`config.mk`:
```
export PLATFORM = sky130hd
export DESIGN_NAME = phyerr_trig_ctr
export DESIGN_NICKNAME = d
export VERILOG_FILES = /design/src/rtl/pet_pkg.sv /design/src/rtl/pet_chan.sv /design/src/rtl/pet_aux.sv /design/src/rtl/phyerr_trig_ctr.sv
export SDC_FILE = /design/constraint.sdc
export NUM_CORES = 1
export LEC_CHECK = 0
export BUFFER_PORTS_ARGS = -buffer_cell sky130_fd_sc_hd__buf_2
export CAP_MARGIN = 10
export CORE_MARGIN = 2
export CORE_UTILIZATION = 50
export CTS_CLUSTER_SIZE = 10
export DETAILED_ROUTE_END_ITERATION = 8
export PLACE_DENSITY_LB_ADDON = 0.12
export SETUP_SLACK_MARGIN = 0.3
export SYNTH_ARGS = -nofsm -noshare
export SYNTH_HDL_FRONTEND = slang
export SYNTH_SLANG_ARGS = --single-unit
```
`constraint.sdc`:
```
create_clock -name clk -period 5.05 [get_ports clk]
set_input_delay 0.505 -clock clk [delete_from_list [all_inputs] [get_ports clk]]
set_output_delay 0.505 -clock clk [all_outputs]
set_load 0.01 [all_outputs]
```
`src/rtl/pet_pkg.sv`:
```
package pet_pkg;

    typedef enum logic [1:0] {
        CH_OFF,
        CH_ARMED,
        CH_FIRED,
        CH_PEGGED
    } chan_state_e;

    localparam logic [2:0] ADDR_CNT0  = 3'd0;
    localparam logic [2:0] ADDR_MASK0 = 3'd2;
    localparam logic [2:0] ADDR_TRIG0 = 3'd4;

endpackage

```
`src/rtl/pet_chan.sv`:
```
module pet_chan
    import pet_pkg::*;
#(
    parameter int CNT_W  = 24,
    parameter int CODE_W = 3
) (
    input  logic              clk,
    input  logic              rst_n,
    input  logic              ld_cnt,
    input  logic              ld_mask,
    input  logic              ld_trig,
    input  logic [CNT_W-1:0]  wdata,
    input  logic              restart,
    input  logic              evt_valid,
    input  logic [CODE_W-1:0] evt_code,
    output logic [CNT_W-1:0]  cnt_o,
    output logic [CNT_W-1:0]  elapsed_o,
    output logic              fired_o
);

    localparam int MASK_W = 1 << CODE_W;
    localparam logic [CNT_W-1:0] CNT_MAX = {2'b11, {(CNT_W-2){1'b0}}};

    logic [CNT_W-1:0]  cnt_q, cnt_d;
    logic [MASK_W-1:0] mask_q, mask_d;
    logic [CNT_W-1:0]  trig_q;
    logic [CNT_W-1:0]  base_w;
    chan_state_e       state_q, state_d;
    logic              can_inc;
    logic              hit;

    // base: distance below the fire point equals the trigger
    always_comb begin
        if (trig_q >= CNT_MAX) base_w = '0;
        else                   base_w = CNT_MAX - trig_q;
    end

    assign hit    = evt_valid && mask_q[evt_code];
    assign mask_d = ld_mask ? wdata[MASK_W-1:0] : mask_q;

    // priority: software load, then restart, then increment
    always_comb begin
        if (ld_cnt)                cnt_d = wdata;
        else if (restart)          cnt_d = base_w;
        else if (hit && can_inc)   cnt_d = cnt_q + 1'b1;
        else                       cnt_d = cnt_q;
    end

    always_comb begin
        if (&cnt_d)                     state_d = CH_PEGGED;
        else if (&cnt_d[CNT_W-1 -: 2])  state_d = CH_FIRED;
        else if (mask_d == '0)          state_d = CH_OFF;
        else                            state_d = CH_ARMED;
    end

    // state register
    always_ff @(posedge clk) begin
        if (!rst_n) state_q <= CH_OFF;
        else        state_q <= state_d;
    end

    // outputs of the state machine
    always_comb begin
        unique case (state_q)
            CH_OFF:    begin fired_o = 1'b0; can_inc = 1'b1; end
            CH_ARMED:  begin fired_o = 1'b0; can_inc = 1'b1; end
            CH_FIRED:  begin fired_o = 1'b1; can_inc = 1'b1; end
            CH_PEGGED: begin fired_o = 1'b1; can_inc = 1'b0; end
            default:   begin fired_o = 1'b0; can_inc = 1'b0; end
        endcase
    end

    always_ff @(posedge clk) begin
        if (!rst_n) begin
            cnt_q  <= '0;
            mask_q <= '0;
            trig_q <= '0;
        end else begin
            cnt_q  <= cnt_d;
            mask_q <= mask_d;
            if (ld_trig) trig_q <= wdata;
        end
    end

    assign cnt_o     = cnt_q;
    assign elapsed_o = (cnt_q >= base_w) ? (cnt_q - base_w) : CNT_MAX;

endmodule

```
`src/rtl/pet_aux.sv`:
```
module pet_aux #(
    parameter int W = 16
) (
    input  logic         clk,
    input  logic         rst_n,
    input  logic         inc,
    input  logic         clr,
    output logic [W-1:0] q
);

    always_ff @(posedge clk) begin
        if (!rst_n)              q <= '0;
        else if (clr)            q <= '0;
        else if (inc && !(&q))   q <= q + 1'b1;
    end

endmodule

```
`src/rtl/phyerr_trig_ctr.sv`:
```
module phyerr_trig_ctr
    import pet_pkg::*;
#(
    parameter int CNT_W  = 24,
    parameter int CODE_W = 3,
    parameter int AUX_W  = 16
) (
    input  logic              clk,
    input  logic              rst_n,
    input  logic              wr_en,
    input  logic [2:0]        wr_addr,
    input  logic [CNT_W-1:0]  wr_data,
    input  logic              restart,
    input  logic              evt_valid,
    input  logic [CODE_W-1:0] evt_code,
    input  logic [1:0]        filt_evt,
    input  logic              svc_clr,
    output logic [CNT_W-1:0]  cnt_a,
    output logic [CNT_W-1:0]  cnt_b,
    output logic [CNT_W-1:0]  elapsed_a,
    output logic [CNT_W-1:0]  elapsed_b,
    output logic [AUX_W-1:0]  aux_a,
    output logic [AUX_W-1:0]  aux_b,
    output logic              irq
);

    localparam int NCH = 2;

    logic [CNT_W-1:0] cnt_w     [NCH];
    logic [CNT_W-1:0] elapsed_w [NCH];
    logic [AUX_W-1:0] aux_w     [NCH];
    logic [NCH-1:0]   fired_w;

    for (genvar ch = 0; ch < NCH; ch++) begin : g_chan
        logic ld_cnt, ld_mask, ld_trig;
        assign ld_cnt  = wr_en && (wr_addr == ADDR_CNT0  + 3'(ch));
        assign ld_mask = wr_en && (wr_addr == ADDR_MASK0 + 3'(ch));
        assign ld_trig = wr_en && (wr_addr == ADDR_TRIG0 + 3'(ch));

        pet_chan #(.CNT_W(CNT_W), .CODE_W(CODE_W)) chan_i (
            .clk       (clk),
            .rst_n     (rst_n),
            .ld_cnt    (ld_cnt),
            .ld_mask   (ld_mask),
            .ld_trig   (ld_trig),
            .wdata     (wr_data),
            .restart   (restart),
            .evt_valid (evt_valid),
            .evt_code  (evt_code),
            .cnt_o     (cnt_w[ch]),
            .elapsed_o (elapsed_w[ch]),
            .fired_o   (fired_w[ch])
        );

        pet_aux #(.W(AUX_W)) aux_i (
            .clk   (clk),
            .rst_n (rst_n),
            .inc   (filt_evt[ch]),
            .clr   (svc_clr),
            .q     (aux_w[ch])
        );
    end

    assign cnt_a     = cnt_w[0];
    assign cnt_b     = cnt_w[1];
    assign elapsed_a = elapsed_w[0];
    assign elapsed_b = elapsed_w[1];
    assign aux_a     = aux_w[0];
    assign aux_b     = aux_w[1];
    assign irq       = |fired_w;

endmodule

```
Word-level counts from Yosys, hierarchy flattened

Index checks and enable logic that the tools add are counted.

Register bits: 148
Word-level logic and storage cells: 94
Output and inout port bits: 129

Add/sub/neg operators: 8
Multiplexer cells: 26
Bitwise gates (word level): 1
Reductions and logical operators: 33
Equal/unequal tests: 11
$lt $le $gt $ge: 5

Operator list:

| cell                                                | number |
|---|---|
| 2-to-1 mux 24 bit                                   | 10 |
| adder 24 x 1 -> 24 bit (second input constant)      | 2 |
| >= comparator 24 bit                                | 2 |
| >= comparator 24 bit (second input constant)        | 2 |
| AND reduction 24 bit                                | 2 |
| subtractor 24 bit                                   | 2 |
| subtractor 24 bit (first input constant)            | 2 |
| adder 16 x 1 -> 16 bit (second input constant)      | 2 |
| AND reduction 16 bit                                | 2 |
| logical NOT 8 bit                                   | 2 |
| 2-to-1 mux 8 bit                                    | 2 |
| logical AND 1 bit                                   | 12 |
| OR reduction 2 bit                                  | 6 |
| == test 2 bit (second input constant)               | 4 |
| 2-to-1 mux 2 bit                                    | 4 |
| one-hot mux 1 bit (2 select lines)                  | 4 |
| binary-select mux 1 bit (select 3 bit)              | 2 |
| == test 3 x 2 -> 1 bit (second input constant)      | 2 |
| == test 3 bit (second input constant)               | 2 |
| OR reduction 3 bit                                  | 2 |
| == test 2 x 1 -> 1 bit (second input constant)      | 2 |
| logical NOT 2 bit                                   | 2 |
| < comparator 3 x 4 -> 1 bit (second input constant) | 1 |
| 2-to-1 mux 1 bit                                    | 4 |
| 5 further kinds                                     | 7 |

Longest topological paths before layout

Gate-level depths: netlist of run 1.

Word-level depth: 10
Gate-level depth with buffers: 18
Mapped depth without buffers: 17

By module

Synthesis of run 1 repeated with hierarchy kept, for this count alone.

Cells, all modules: 1435
Area total of the unflattened synthesis: 11282.1 sq um

Modules (own cells, without submodules):

| module                       | area each (sq um) | times used | cells an instance |
|---|---|---|---|
| pet_chan at g_chan[1].chan_i | 4759.6            | 1          | 623 |
| pet_chan at g_chan[0].chan_i | 4732.0            | 1          | 613 |
| pet_aux                      | 854.6             | 2          | 96 |
| phyerr_trig_ctr              | 81.3              | 1          | 7 |

Least setup slack after synthesis of run 1

No wires, ideal clock.

Path kind: flip-flop to output port
Start: register g_chan[0].chan_i.trig_q[0]
End: output elapsed_a[22]
Stages on the path, launching flop included: 16
Required time: 4.545 ns
Slack: 0.518 ns
Arrival time: 4.027 ns
Path buffers: 0
Cell sequence: dfxtp_1 inv_1 ha_1 nor3b_1 a21boi_0 a221o_1 ha_1 nand4_1 a211oi_1 o41ai_1 a211oi_2 a21oi_1 o311a_1 o31ai_2 a211oi_1 or4_1

Word-level cells in the longest chain between the ends: 4
Elaborated cells on any way between the ends: 6
Those cells by class: add/sub: 2; order compare: 2; mux: 2

RTL lines:

| element                                                          | line                           | text |
|---|---|---|
| from (decl)                                                      | pet_chan.sv:26                 | `logic [CNT_W-1:0] trig_q;` |
| from (signal assigned)                                           | pet_chan.sv:81                 | `if (ld_trig) trig_q <= wdata;` |
| subtractor 24 bit / >= comparator 24 bit (equally long branches) | pet_chan.sv:35, pet_chan.sv:34 |  |
| 2-to-1 mux 24 bit *                                              | pet_chan.sv:34                 | `if (trig_q >= CNT_MAX) base_w = '0;` |
| subtractor 24 bit / >= comparator 24 bit (equally long branches) | pet_chan.sv:86                 | `assign elapsed_o = (cnt_q >= base_w) ? (cnt_q - base_w) : CNT_MAX;` |
| 2-to-1 mux 24 bit *                                              | pet_chan.sv:86                 |  |
| to (decl)                                                        | phyerr_trig_ctr.sv:20          | `output logic [CNT_W-1:0] elapsed_a,` |

Every way passes the cells marked *; elsewhere a longest branch is shown, timed or not.

Worst setup path after layout of run 1

Start: register g_chan[0].chan_i.trig_q[1]
End: output elapsed_a[17]

Same word-level chain as after synthesis.

==> results by group, run 1 <==
Setup path
  • Required @ worst endpoint: 4.55 ns
  • CP startpoint kind: flop
  • Worst path max stage delay: 0.41 ns
  • Crit. End Element: output pin
  • CP max stage cell: o311a_4
  • CP Class: flop to output pin
  • Crit path max fanout: 7
  • Worst-path cell chain: inv_4 > ha_4 > nor3b_4 > a21boi_1 > a221o_1 > ha_4 > nand4_1 > a211oi_2 > o41ai_2 > a211oi_2 > a21oi_2 > o311a_4 > a31oi_4 > o22ai_4 > buf_4 > a2111oi_2 > buf_2
  • Crit path DAT: 4.40 ns

Clock network
  • Clk buf depth: 2
  • CTS tree: built
  • Clk Latency, worst-skew pair: 0.44 ns
  • Cts hold-fix bufs: 0
  • CTS sink count: 148
  • Worst-path clk slew: 0.06 ns
  • H-tree depth: 4
  • Clock Root Buffer: clkbuf_16
  • CTS Buf Count: 17

Drt
  • 1st-pass router iterations: 8
  • # DRC: 0
  • Initial drt markers: 1193
  • DR vias: 11938
  • Routed len/inst: 19.4 um
  • WL final: 38200 um
  • DR vias/cell: 6.07
  • DRT antenna net count: 0

Yosys
  • Cell Area, Synth: 11300 um2
  • Top FF cell, synth: dfxtp_1
  • Synth Net Count: 1588
  • Sequential cell area fraction in the yosys report: 26.3%
  • Synth cell types: 87
  • Cells after Synth: 1494
  • Syn avg cell area: 7.55 um2
  • Ys async rst share: 0%
  • Yosys warnings: 0
  • Seq cells post-synth: 148
  • Post-synth EDFFs: 0

GRT
  • Gr ovfl total: 0
  • Total GRT Usage: 30.1%
  • Vias in the first global route: 10322
  • Largest net degree at the start of global routing: 63
  • Initial antenna violation count: 0
  • First-pass GRT wire length: 56700 um

Timing
  • Crit path time final: 4.90 ns
  • Unrepaired setup endpoints after global routing: yes
  • Pins Over Slew Limit: 0
  • Setup Viol. Count Final: 0
  • Clk_skew: 0.0116 ns
  • Relative slew margins: 37.7%
  • Final Hold Fails: 0
  • WHS: 0.400 ns
  • Max Clk Rate: 0.204 GHz
  • Final period util: 97.1%
  • Slew @ Worst Pin: 0.934 ns

Floorplan
  • Top Ports: 167
  • Starting Density: 51.4%
  • Row cnt: 54
  • Core region area: 22000 um2
  • Die W: 154 um
  • Die area: 23800 um2
  • Chip height: 154 um

Layout
  • Final nets: 1769
  • Most common cell after layout, fill and taps aside: nand2_1
  • N_diodes: 0
  • Syn-to-layout area delta: 26.8%
  • Commonest cells after routing, fill and taps aside: nand2_1, buf_2, dfxtp_1
  • Final core occ: 65.2%
  • Share of cells above drive strength 1: 25.7%

Place
  • Placed wire-length estimate: 26800 um
  • IO buf count: 166
  • GPL Wtd Cong: 0.933

Status
  • Status: complete, no violations

Power and ir drop
  • PD cells: 306 nW/um2
  • LEAKAGE: 5.87 nW
  • Max IR drop VDD: 0.234 mV

Job
  • Max cap viols: 0

Worst hold path
  • Hold Path Class: input pin to flop
[stage by stage]
stage                     TNS, ns  total power [mW]  cells  instance area, um2  worst slack (ns)
after floorplan                 0              2.30   1494               11300             0.518
after global placement          0              2.67   1889               12300             0.355
after detailed placement        0              2.68   1889               12300             0.236
after CTS                       0              4.02   1935               13200             0.301
after global routing      -0.0121              4.58   1968               14300           -0.0121
final                           0              4.37   1968               14300             0.148
[cells in the mapped netlist, types with 24 or more instances]
library cell  instances  area (um2)
nand4_1              31         194
nor4_1               36         225
nor3_1               52         260
and2_1               32         200
xor2_1               59         517
o21ai_0              42         210
dfxtp_1             148        2960
nor2b_1              24         150
nand2_1             246         923
nand3_1              56         280
xnor2_1              51         447
inv_1                32         120
ha_1                 54         676
nor2_1              142         533
clkbuf_1             62         233
a21boi_0             70         526
and3_1               27         169
a21oi_1              56         280
[sequential cells by signal, summed over array words and instances (netlist names)]
| name | flops |
|---|---|
| g_chan.aux_i.q | 32 |
| g_chan.chan_i.mask_q | 16 |
| g_chan.chan_i.state_q | 4 |
| g_chan.chan_i.cnt_o | 48 |
| g_chan.chan_i.trig_q | 48 |
[cell type report]
class,instances,area (um2)
clock buffers,19,443
clock inverters,13,123
fillers,1880,7650
inverters,33,131
multi-input cells,1241,8720
flip-flops and latches,148,2980
well taps,280,350
repair buffers,234,1560
[layer usage]
layer  track usage, %  wire, um  up-vias
met2             43.7     16400      587
met1             44.5     17400     5564
li1                 -         -     5739
met3             6.89      3810       48
met5                0         0        -
met4             8.01       678        0
[final timing paths]
kind,start,endpoint,slack (ns),depth (start not counted)
max reg2reg,g_chan[1].chan_i.cnt_o[6],g_chan[1].chan_i.state_q[0],1.50,9
max,g_chan[0].chan_i.trig_q[1],elapsed_a[17],0.15,17
min reg2reg,g_chan[1].chan_i.mask_q[2],g_chan[1].chan_i.mask_q[2],0.48,2
min,wr_data[23],g_chan[1].chan_i.trig_q[23],0.40,3
[kinds of logic after synthesis]
family	synth area share, %
mux	3.38
simple gates	32.6
compound gates	19.1
fa+ha+maj	6.34
flops	26.3
buf+inv	3.81
xor+xnor	8.54
[power by group]
part / internal [mW] / switching, mW
Sequential: 1.21 / 0.0863
Clock: 0.695 / 0.538
Combinational: 0.813 / 1.03
[worst max-delay path, delay by kind of cell, from the launching register on]
kind,cells,cell delay [ns]
flops,1,0.37
simple gates,2,0.40
fa+ha+maj,2,0.45
compound gates,10,2.29
buf+inv,3,0.47
[repair_timing]
action | 4_1_cts | 5_1_grt
pin swaps | 18 | 75
setup buffers | 14 | 28
gates cloned | 0 | 5
setup endpoints to repair | 48 | 48
gates resized for setup | 43 | 159
No activity file was read; power rests on OpenSTA's default activity.
==> inputs of run 2 (changes only) <==
- SKIP_CTS_REPAIR_TIMING: unset -> 1
- clock period: 5.05 -> 5.2 ns (I/O delays scaled with it)
==> run 2 against run 1 <==
Sequential share of layout area up 1.1 points. Wire length down 4.1%. Combinational power down 16%. Via count down 1.7%. Final cell count down 1.4%. Sequential power down 3%. Count of clock-buffer cells in the layout up 2. Utilization down 3.5 points. Global-route usage down 1.1 points. Critical path depth down 1. Worst hold slack better by 0.012 ns. Critical path type unchanged. Critical endpoint is now elapsed_a[22]. Largest cell class unchanged. Highest routed layer unchanged.
==> results by group, run 2 (synthesis gave the netlist of run 1 again) <==
Timing
  • Unrepaired setup endpoints after global routing: yes (unchanged)
  • Setup Viol. Count Final: 0 (unchanged)
  • Slew @ Worst Pin: 0.958 ns (was 0.934 ns)
  • Relative slew margins: 36.2% (was 37.7%)
  • Setup TNS: 0 ns (unchanged)
  • Pins Over Slew Limit: 0 (unchanged)
  • Final period util: 93.5%
  • Clk_skew: 0.00814 ns (was 0.0116 ns)
  • Final Hold Fails: 0 (unchanged)
  • Crit path time final: 4.86 ns
  • Max Clk Rate: 0.206 GHz

Floorplan
  • Die area: 23800 um2 (unchanged)
  • Top Ports: 167 (unchanged)
  • Core region area: 22000 um2 (unchanged)
  • Row cnt: 54 (unchanged)
  • Starting Density: 51.4% (unchanged)
  • Chip height: 154 um (unchanged)
  • Die W: 154 um (unchanged)

Layout
  • Most common cell after layout, fill and taps aside: nand2_1 (unchanged)
  • N_diodes: 0 (unchanged)
  • Final core occ: 61.6% (was 65.2%)
  • Final nets: 1741 (was 1769)
  • Area occupied by multi-input gates: 8340 um2 (was 8720 um2)
  • Commonest cells after routing, fill and taps aside: nand2_1, buf_2, dfxtp_1 (unchanged)
  • Share of cells above drive strength 1: 20.7% (was 25.7%)
  • Sequential Area: 2970 um2 (was 2980 um2)
  • Syn-to-layout area delta: 19.9% (was 26.8%)
  • FILL cells: 1995 (was 1880)

Drt
  • Routed len/inst: 18.9 um (was 19.4 um)
  • DR vias/cell: 6.05 (was 6.07)
  • DR vias: 11735 (was 11938)
  • DRT antenna net count: 0 (unchanged)
  • # DRC: 0 (unchanged)
  • 1st-pass router iterations: 6 (was 8)
  • Initial drt markers: 1065 (was 1193)
  • WL final: 36700 um (was 38200 um)

Clock network
  • CTS tree: built (unchanged)
  • H-tree depth: 4 (unchanged)
  • Worst-path clk slew: 0.06 ns (about the same)
  • Clk buf depth: 2 (unchanged)
  • Clk Latency, worst-skew pair: 0.43 ns (was 0.44 ns)
  • CTS sink count: 148 (unchanged)
  • Clock Root Buffer: clkbuf_16 (unchanged)
  • CTS Buf Count: 17 (unchanged)

Power and ir drop
  • Design Power: 4.11 mW (was 4.37 mW)
  • Max IR drop VDD: 0.210 mV (was 0.234 mV)
  • PD cells: 304 nW/um2 (was 306 nW/um2)
  • LEAKAGE: 5.61 nW (was 5.87 nW)

Job
  • Max cap viols: 0 (unchanged)

Place
  • IO buf count: 166 (unchanged)
  • Placed wire-length estimate: 26600 um (was 26800 um)
  • GPL Wtd Cong: 0.926 (was 0.933)

Worst hold path
  • HP Start: filt_evt[0] (was wr_data[23])
  • Hold Path Class: input pin to flop (unchanged)
  • Worst hold path depth: 3 (unchanged)
  • Hold Path End: g_chan[0].aux_i.q[12] (was g_chan[1].chan_i.trig_q[23])

GRT
  • Gr ovfl total: 0 (unchanged)
  • Total GRT Usage: 28.9% (was 30.1%)
  • Vias in the first global route: 9945 (was 10322)
  • Largest net degree at the start of global routing: 113 (was 63)
  • Initial antenna violation count: 0 (unchanged)
  • First-pass GRT wire length: 54700 um (was 56700 um)

Setup path
  • Delay-heaviest family, CP: compound AO/OA/AOI/OAI gates (unchanged)
  • Worst-path cell chain: nor4_4 > buf_4 > nor2b_4 > xnor2_1 > nand2_2 > ha_4 > nand4_1 > a211oi_2 > o41ai_2 > a211oi_2 > a21oi_2 > o311a_4 > o31ai_4 > a211oi_2 > or4_1 > buf_2 (was inv_4 > ha_4 > nor3b_4 > a21boi_1 > a221o_1 > ha_4 > nand4_1 > a211oi_2 > o41ai_2 > a211oi_2 > a21oi_2 > o311a_4 > a31oi_4 > o22ai_4 > buf_4 > a2111oi_2 > buf_2)
  • Reg2reg setup slack: 1.61 ns (was 1.50 ns)
  • CP max stage cell: or4_1 (was o311a_4)
  • CP bufs+invs: 2 (was 3)
  • CP startpoint kind: flop (unchanged)
  • Crit path max fanout: 6 (was 7)
  • Crit Reg-Reg Endpoint: g_chan[1].chan_i.state_q[0] (unchanged)
  • CP Class: flop to output pin (unchanged)
  • Required @ worst endpoint: 4.68 ns (was 4.55 ns)
  • R2r startpoint: g_chan[1].chan_i.mask_q[2] (was g_chan[1].chan_i.cnt_o[6])
  • Register-to-Register Path Depth: 9 (unchanged)
  • Crit path DAT: 4.34 ns (was 4.40 ns)
  • Most frequent CP cell: a211oi_2
  • Worst path max stage delay: 0.50 ns (was 0.41 ns)
  • Crit. End Element: output pin (unchanged)

Status
  • Status: complete, no violations (unchanged)
run 2: cell types whose count changed in the layout (fill, tap and decap cells not counted), sizes merged:
cell	delta
clkbuf	-2
clkinvlp	-2
inv	-2
bufinv	+2
buf	-24
run 2: power breakdown:
part	total [mW]	switching (mW)	internal, mW
registers	1.26	0.0828	1.18
clock network	1.29	0.506	0.783
logic	1.55	0.878	0.677
run 2: area by class of cell:
cell class              count  share of cell area (%)
multi-input cells        1241                    61.6
repair buffers            206                    8.39
flip-flops and latches    148                    22.0
clock inverters            11                    1.11
inverters                  33                   0.916
well taps                 280                    2.59
clock buffers              21                    3.40
run 2: how the worst max path moves through the flow:
stage,startpoint,to,slack [ns],depth (start not counted)
after floorplan,g_chan[0].chan_i.trig_q[0],elapsed_a[22],0.65,15
after global placement,g_chan[0].chan_i.trig_q[0],elapsed_a[22],0.43,16
after detailed placement,g_chan[0].chan_i.trig_q[0],elapsed_a[23],0.35,17
after CTS,g_chan[0].chan_i.trig_q[0],elapsed_a[22],-0.12,17
after global routing,g_chan[0].chan_i.trig_q[0],elapsed_a[22],0.15,16
final,g_chan[0].chan_i.trig_q[0],elapsed_a[22],0.34,16
run 2: routing by layer:
metal	vias to the layer above	part of all wire (%)	GRT usage, %
met5	-	0	0
met4	0	1.9	8.68
met3	38	8.6	5.10
met2	534	42	41.9
met1	5490	47	43.5
li1	5673	-	-
run 2: metrics by stage:
| stage | hold WS (ns) | std cells | instance area (um2) | setup WS (ns) |
|---|---|---|---|---|
| floorplan | 0.451 | 1494 | 11300 | 0.653 |
| global placement | 0.465 | 1887 | 12300 | 0.425 |
| detailed placement | 0.478 | 1887 | 12300 | 0.349 |
| CTS | 0.395 | 1919 | 12900 | -0.123 |
| global route | 0.427 | 1940 | 13500 | 0.146 |
| finish | 0.412 | 1940 | 13500 | 0.340 |
run 2: worst register-to-register path, stage by stage, from the launching register on:
cell,delay [ns]
dfxtp_1,0.32
mux4_1,0.58
o211ai_2,0.68
nor4_1,0.24
mux2_2,0.33
a211oi_1,0.16
o21ai_0,0.16
a2111oi_0,0.58
nand4_1,0.25
o31ai_2,0.21
==> inputs of run 3 (changes only) <==
- CTS_BUF_LIST: unset -> sky130_fd_sc_hd__clkbuf_16
==> run 3 against run 2 <==
Flip-flop and latch count stayed put. First-iteration DRC count is 8.5% higher. Sequential share of layout area about the same. Total power shrank 0.95%. Global-route usage is essentially flat. Via count up 0.20%. Final area down 0.15%. Worst setup slack gained 0.010 ns.
==> results by group, run 3 (synthesis gave the netlist of run 1 again) <==
Setup path
  • Reg2reg setup slack: 1.60 ns (was 1.61 ns)
  • Delay-heaviest family, CP: compound AO/OA/AOI/OAI gates (unchanged)
  • Worst-path cell chain: nor4_4 > buf_4 > nor2b_4 > xnor2_1 > nand2_2 > ha_4 > nand4_1 > a211oi_2 > o41ai_2 > a211oi_2 > a21oi_2 > o311a_4 > o31ai_4 > a211oi_2 > or4_1 > buf_2 (unchanged)
  • Crit. End Element: output pin (unchanged)
  • CP max stage cell: or4_1 (unchanged)
  • Worst path max stage delay: 0.50 ns (about the same)
  • Crit path max fanout: 6 (unchanged)
  • CP bufs+invs: 2 (unchanged)
  • Crit Reg-Reg Endpoint: g_chan[1].chan_i.state_q[0] (unchanged)
  • CP startpoint kind: flop (unchanged)
  • Most frequent CP cell: a211oi_2 (unchanged)
  • CP Class: flop to output pin (unchanged)
  • Required @ worst endpoint: 4.68 ns (about the same)
  • Register-to-Register Path Depth: 9 (unchanged)
  • Crit path DAT: 4.33 ns (was 4.34 ns)
  • R2r startpoint: g_chan[1].chan_i.mask_q[4] (was g_chan[1].chan_i.mask_q[2])

GRT
  • Vias in the first global route: 9945 (unchanged)
  • Gr ovfl total: 0 (unchanged)
  • GRT met3 Usage: 5.10% (unchanged)
  • Met2 Use GR: 41.9% (unchanged)
  • Initial antenna violation count: 0 (unchanged)
  • Met1 usage: 43.5% (about the same)
  • Largest net degree at the start of global routing: 113 (unchanged)
  • First-pass GRT wire length: 54700 um (about the same)
  • Total GRT Usage: 28.9% (about the same)
  • GR peak layer: met1 (unchanged)

Timing
  • Clk_skew: 0.00759 ns (was 0.00814 ns)
  • WHS: 0.413 ns (was 0.412 ns)
  • Final period util: 93.3% (was 93.5%)
  • Max Clk Rate: 0.206 GHz (about the same)
  • Pins Over Slew Limit: 0 (unchanged)
  • Unrepaired setup endpoints after global routing: yes (unchanged)
  • Crit path time final: 4.85 ns (was 4.86 ns)
  • Final Hold Fails: 0 (unchanged)
  • Setup Viol. Count Final: 0 (unchanged)
  • Relative slew margins: 36.5% (was 36.2%)
  • Slew @ Worst Pin: 0.953 ns (was 0.958 ns)

Layout
  • Syn-to-layout area delta: 19.7% (was 19.9%)
  • Share of cells above drive strength 1: 20.5% (was 20.7%)
  • Most common cell after layout, fill and taps aside: nand2_1 (unchanged)
  • Non-filler cells, final: 1940 (unchanged)
  • Final nets: 1741 (unchanged)
  • Commonest cells after routing, fill and taps aside: nand2_1, buf_2, dfxtp_1 (unchanged)
  • N_diodes: 0 (unchanged)
  • FILL cells: 1994 (was 1995)

Drt
  • WL final: 36600 um (was 36700 um)
  • Initial drt markers: 1155 (was 1065)
  • 1st-pass router iterations: 6 (unchanged)
  • DRT antenna net count: 0 (unchanged)
  • DR vias: 11758 (was 11735)
  • # DRC: 0 (unchanged)
  • DR vias/cell: 6.06 (was 6.05)
  • Routed len/inst: 18.9 um (about the same)

Worst hold path
  • HP Start: filt_evt[0] (unchanged)
  • Worst hold path depth: 3 (unchanged)
  • Hold Path Class: input pin to flop (unchanged)
  • Hold Path End: g_chan[0].aux_i.q[12] (unchanged)

Clock network
  • Worst-path clk slew: 0.06 ns (about the same)
  • CTS Buf Count: 17 (unchanged)
  • CTS sink count: 148 (unchanged)
  • Clock Root Buffer: clkbuf_16 (unchanged)
  • CTS tree: built (unchanged)
  • H-tree depth: 4 (unchanged)
  • Clk Latency, worst-skew pair: 0.43 ns (about the same)
  • Clk buf depth: 2 (unchanged)

Job
  • Max cap viols: 0 (unchanged)

Power and ir drop
  • Flop pwr share: 31.0% (was 30.7%)
  • Clock share of power: 30.8% (was 31.4%)
  • Switching portion of total power: 35.9% (was 35.7%)
  • Int Power: 2.61 mW (was 2.64 mW)
  • Max IR drop VDD: 0.209 mV (was 0.210 mV)
  • Gate power share: 38.2% (was 37.9%)
  • NetSw: 1.46 mW (was 1.47 mW)
  • LEAKAGE: 5.60 nW (was 5.61 nW)
  • PD cells: 301 nW/um2 (was 304 nW/um2)

Floorplan
  • Row cnt: 54 (unchanged)
  • Core region area: 22000 um2 (unchanged)
  • Chip height: 154 um (unchanged)
  • Die area: 23800 um2 (unchanged)
  • Starting Density: 51.4% (unchanged)
  • Top Ports: 167 (unchanged)
  • Die W: 154 um (unchanged)

Place
  • GPL Wtd Cong: 0.926 (unchanged)
  • IO buf count: 166 (unchanged)
  • Placed wire-length estimate: 26600 um (unchanged)
  • Dpl cells: 1887 (unchanged)

Status
  • Status: complete, no violations (unchanged)
-- run 3: changes by cell type in the layout (fill, tap and decap cells not counted) --
cell,delta
inv_1,+2
clkinv_1,+2
clkbuf_1,-2
clkbuf_8,-2
-- run 3: worst reg2reg max path, cell delays in order, from the launching register on --
cell and delay, ns:
dfxtp_1 0.36, mux4_1 0.33, o211ai_2 0.34, nor4_1 0.70, mux2_2 0.40, a211oi_1 0.17
o21ai_0 0.16, a2111oi_0 0.59, nand4_1 0.25, o31ai_2 0.21
-- run 3: layout make-up --
| class | instances | area (um2) | area share, % |
|---|---|---|---|
| clock buffer | 17 | 425 | 3.15 |
| clock inverter | 15 | 165 | 1.22 |
| inverter | 33 | 124 | 0.917 |
| multi-input combinational | 1241 | 8340 | 61.7 |
| sequential | 148 | 2970 | 22.0 |
| tap | 280 | 350 | 2.59 |
| timing repair buffer | 206 | 1130 | 8.40 |
-- run 3: worst max-delay path by stage --
stage / cells after the start / from / slack [ns] / endpoint
global placement: 16 / g_chan[0].chan_i.trig_q[0] / 0.43 / elapsed_a[22]
finish: 16 / g_chan[0].chan_i.trig_q[0] / 0.35 / elapsed_a[22]
global route: 16 / g_chan[0].chan_i.trig_q[0] / 0.14 / elapsed_a[22]
detailed placement: 17 / g_chan[0].chan_i.trig_q[0] / 0.35 / elapsed_a[23]
CTS: 17 / g_chan[0].chan_i.trig_q[0] / -0.12 / elapsed_a[22]
floorplan: 15 / g_chan[0].chan_i.trig_q[0] / 0.65 / elapsed_a[22]
-- run 3: metrics by stage --
| step | TNS (ns) | instance area (um2) | setup slack, ns | power, mW | utilization (%) |
|---|---|---|---|---|---|
| after detailed placement | 0 | 12300 | 0.349 | 2.60 | 56.1 |
| after global placement | 0 | 12300 | 0.425 | 2.59 | 56.1 |
| after global routing | 0 | 13500 | 0.140 | 4.26 | 61.5 |
| after floorplan | 0 | 11300 | 0.653 | 2.23 | - |
| after CTS | -0.286 | 12900 | -0.123 | 3.85 | 58.7 |
| final | 0 | 13500 | 0.351 | 4.07 | 61.5 |
-- run 3: power groups by stage --
stage / combinational (mW) / sequential (mW) / clock, mW
2_1_floorplan: 0.965 / 1.27 / 0
5_1_grt: 1.68 / 1.27 / 1.31
3_5_place_dp: 1.32 / 1.28 / 0
6_report: 1.55 / 1.26 / 1.25
3_3_place_gp: 1.31 / 1.28 / 0
4_1_cts: 1.33 / 1.25 / 1.27
-- run 3: routing by layer --
layer / part of all wire [%] / routed length (um) / vias up
li1: - / - / 5669
met3: 9.1 / 3350 / 44
met5: 0 / 0 / -
met2: 42 / 15300 / 560
met4: 2.3 / 838 / 0
met1: 47 / 17200 / 5485
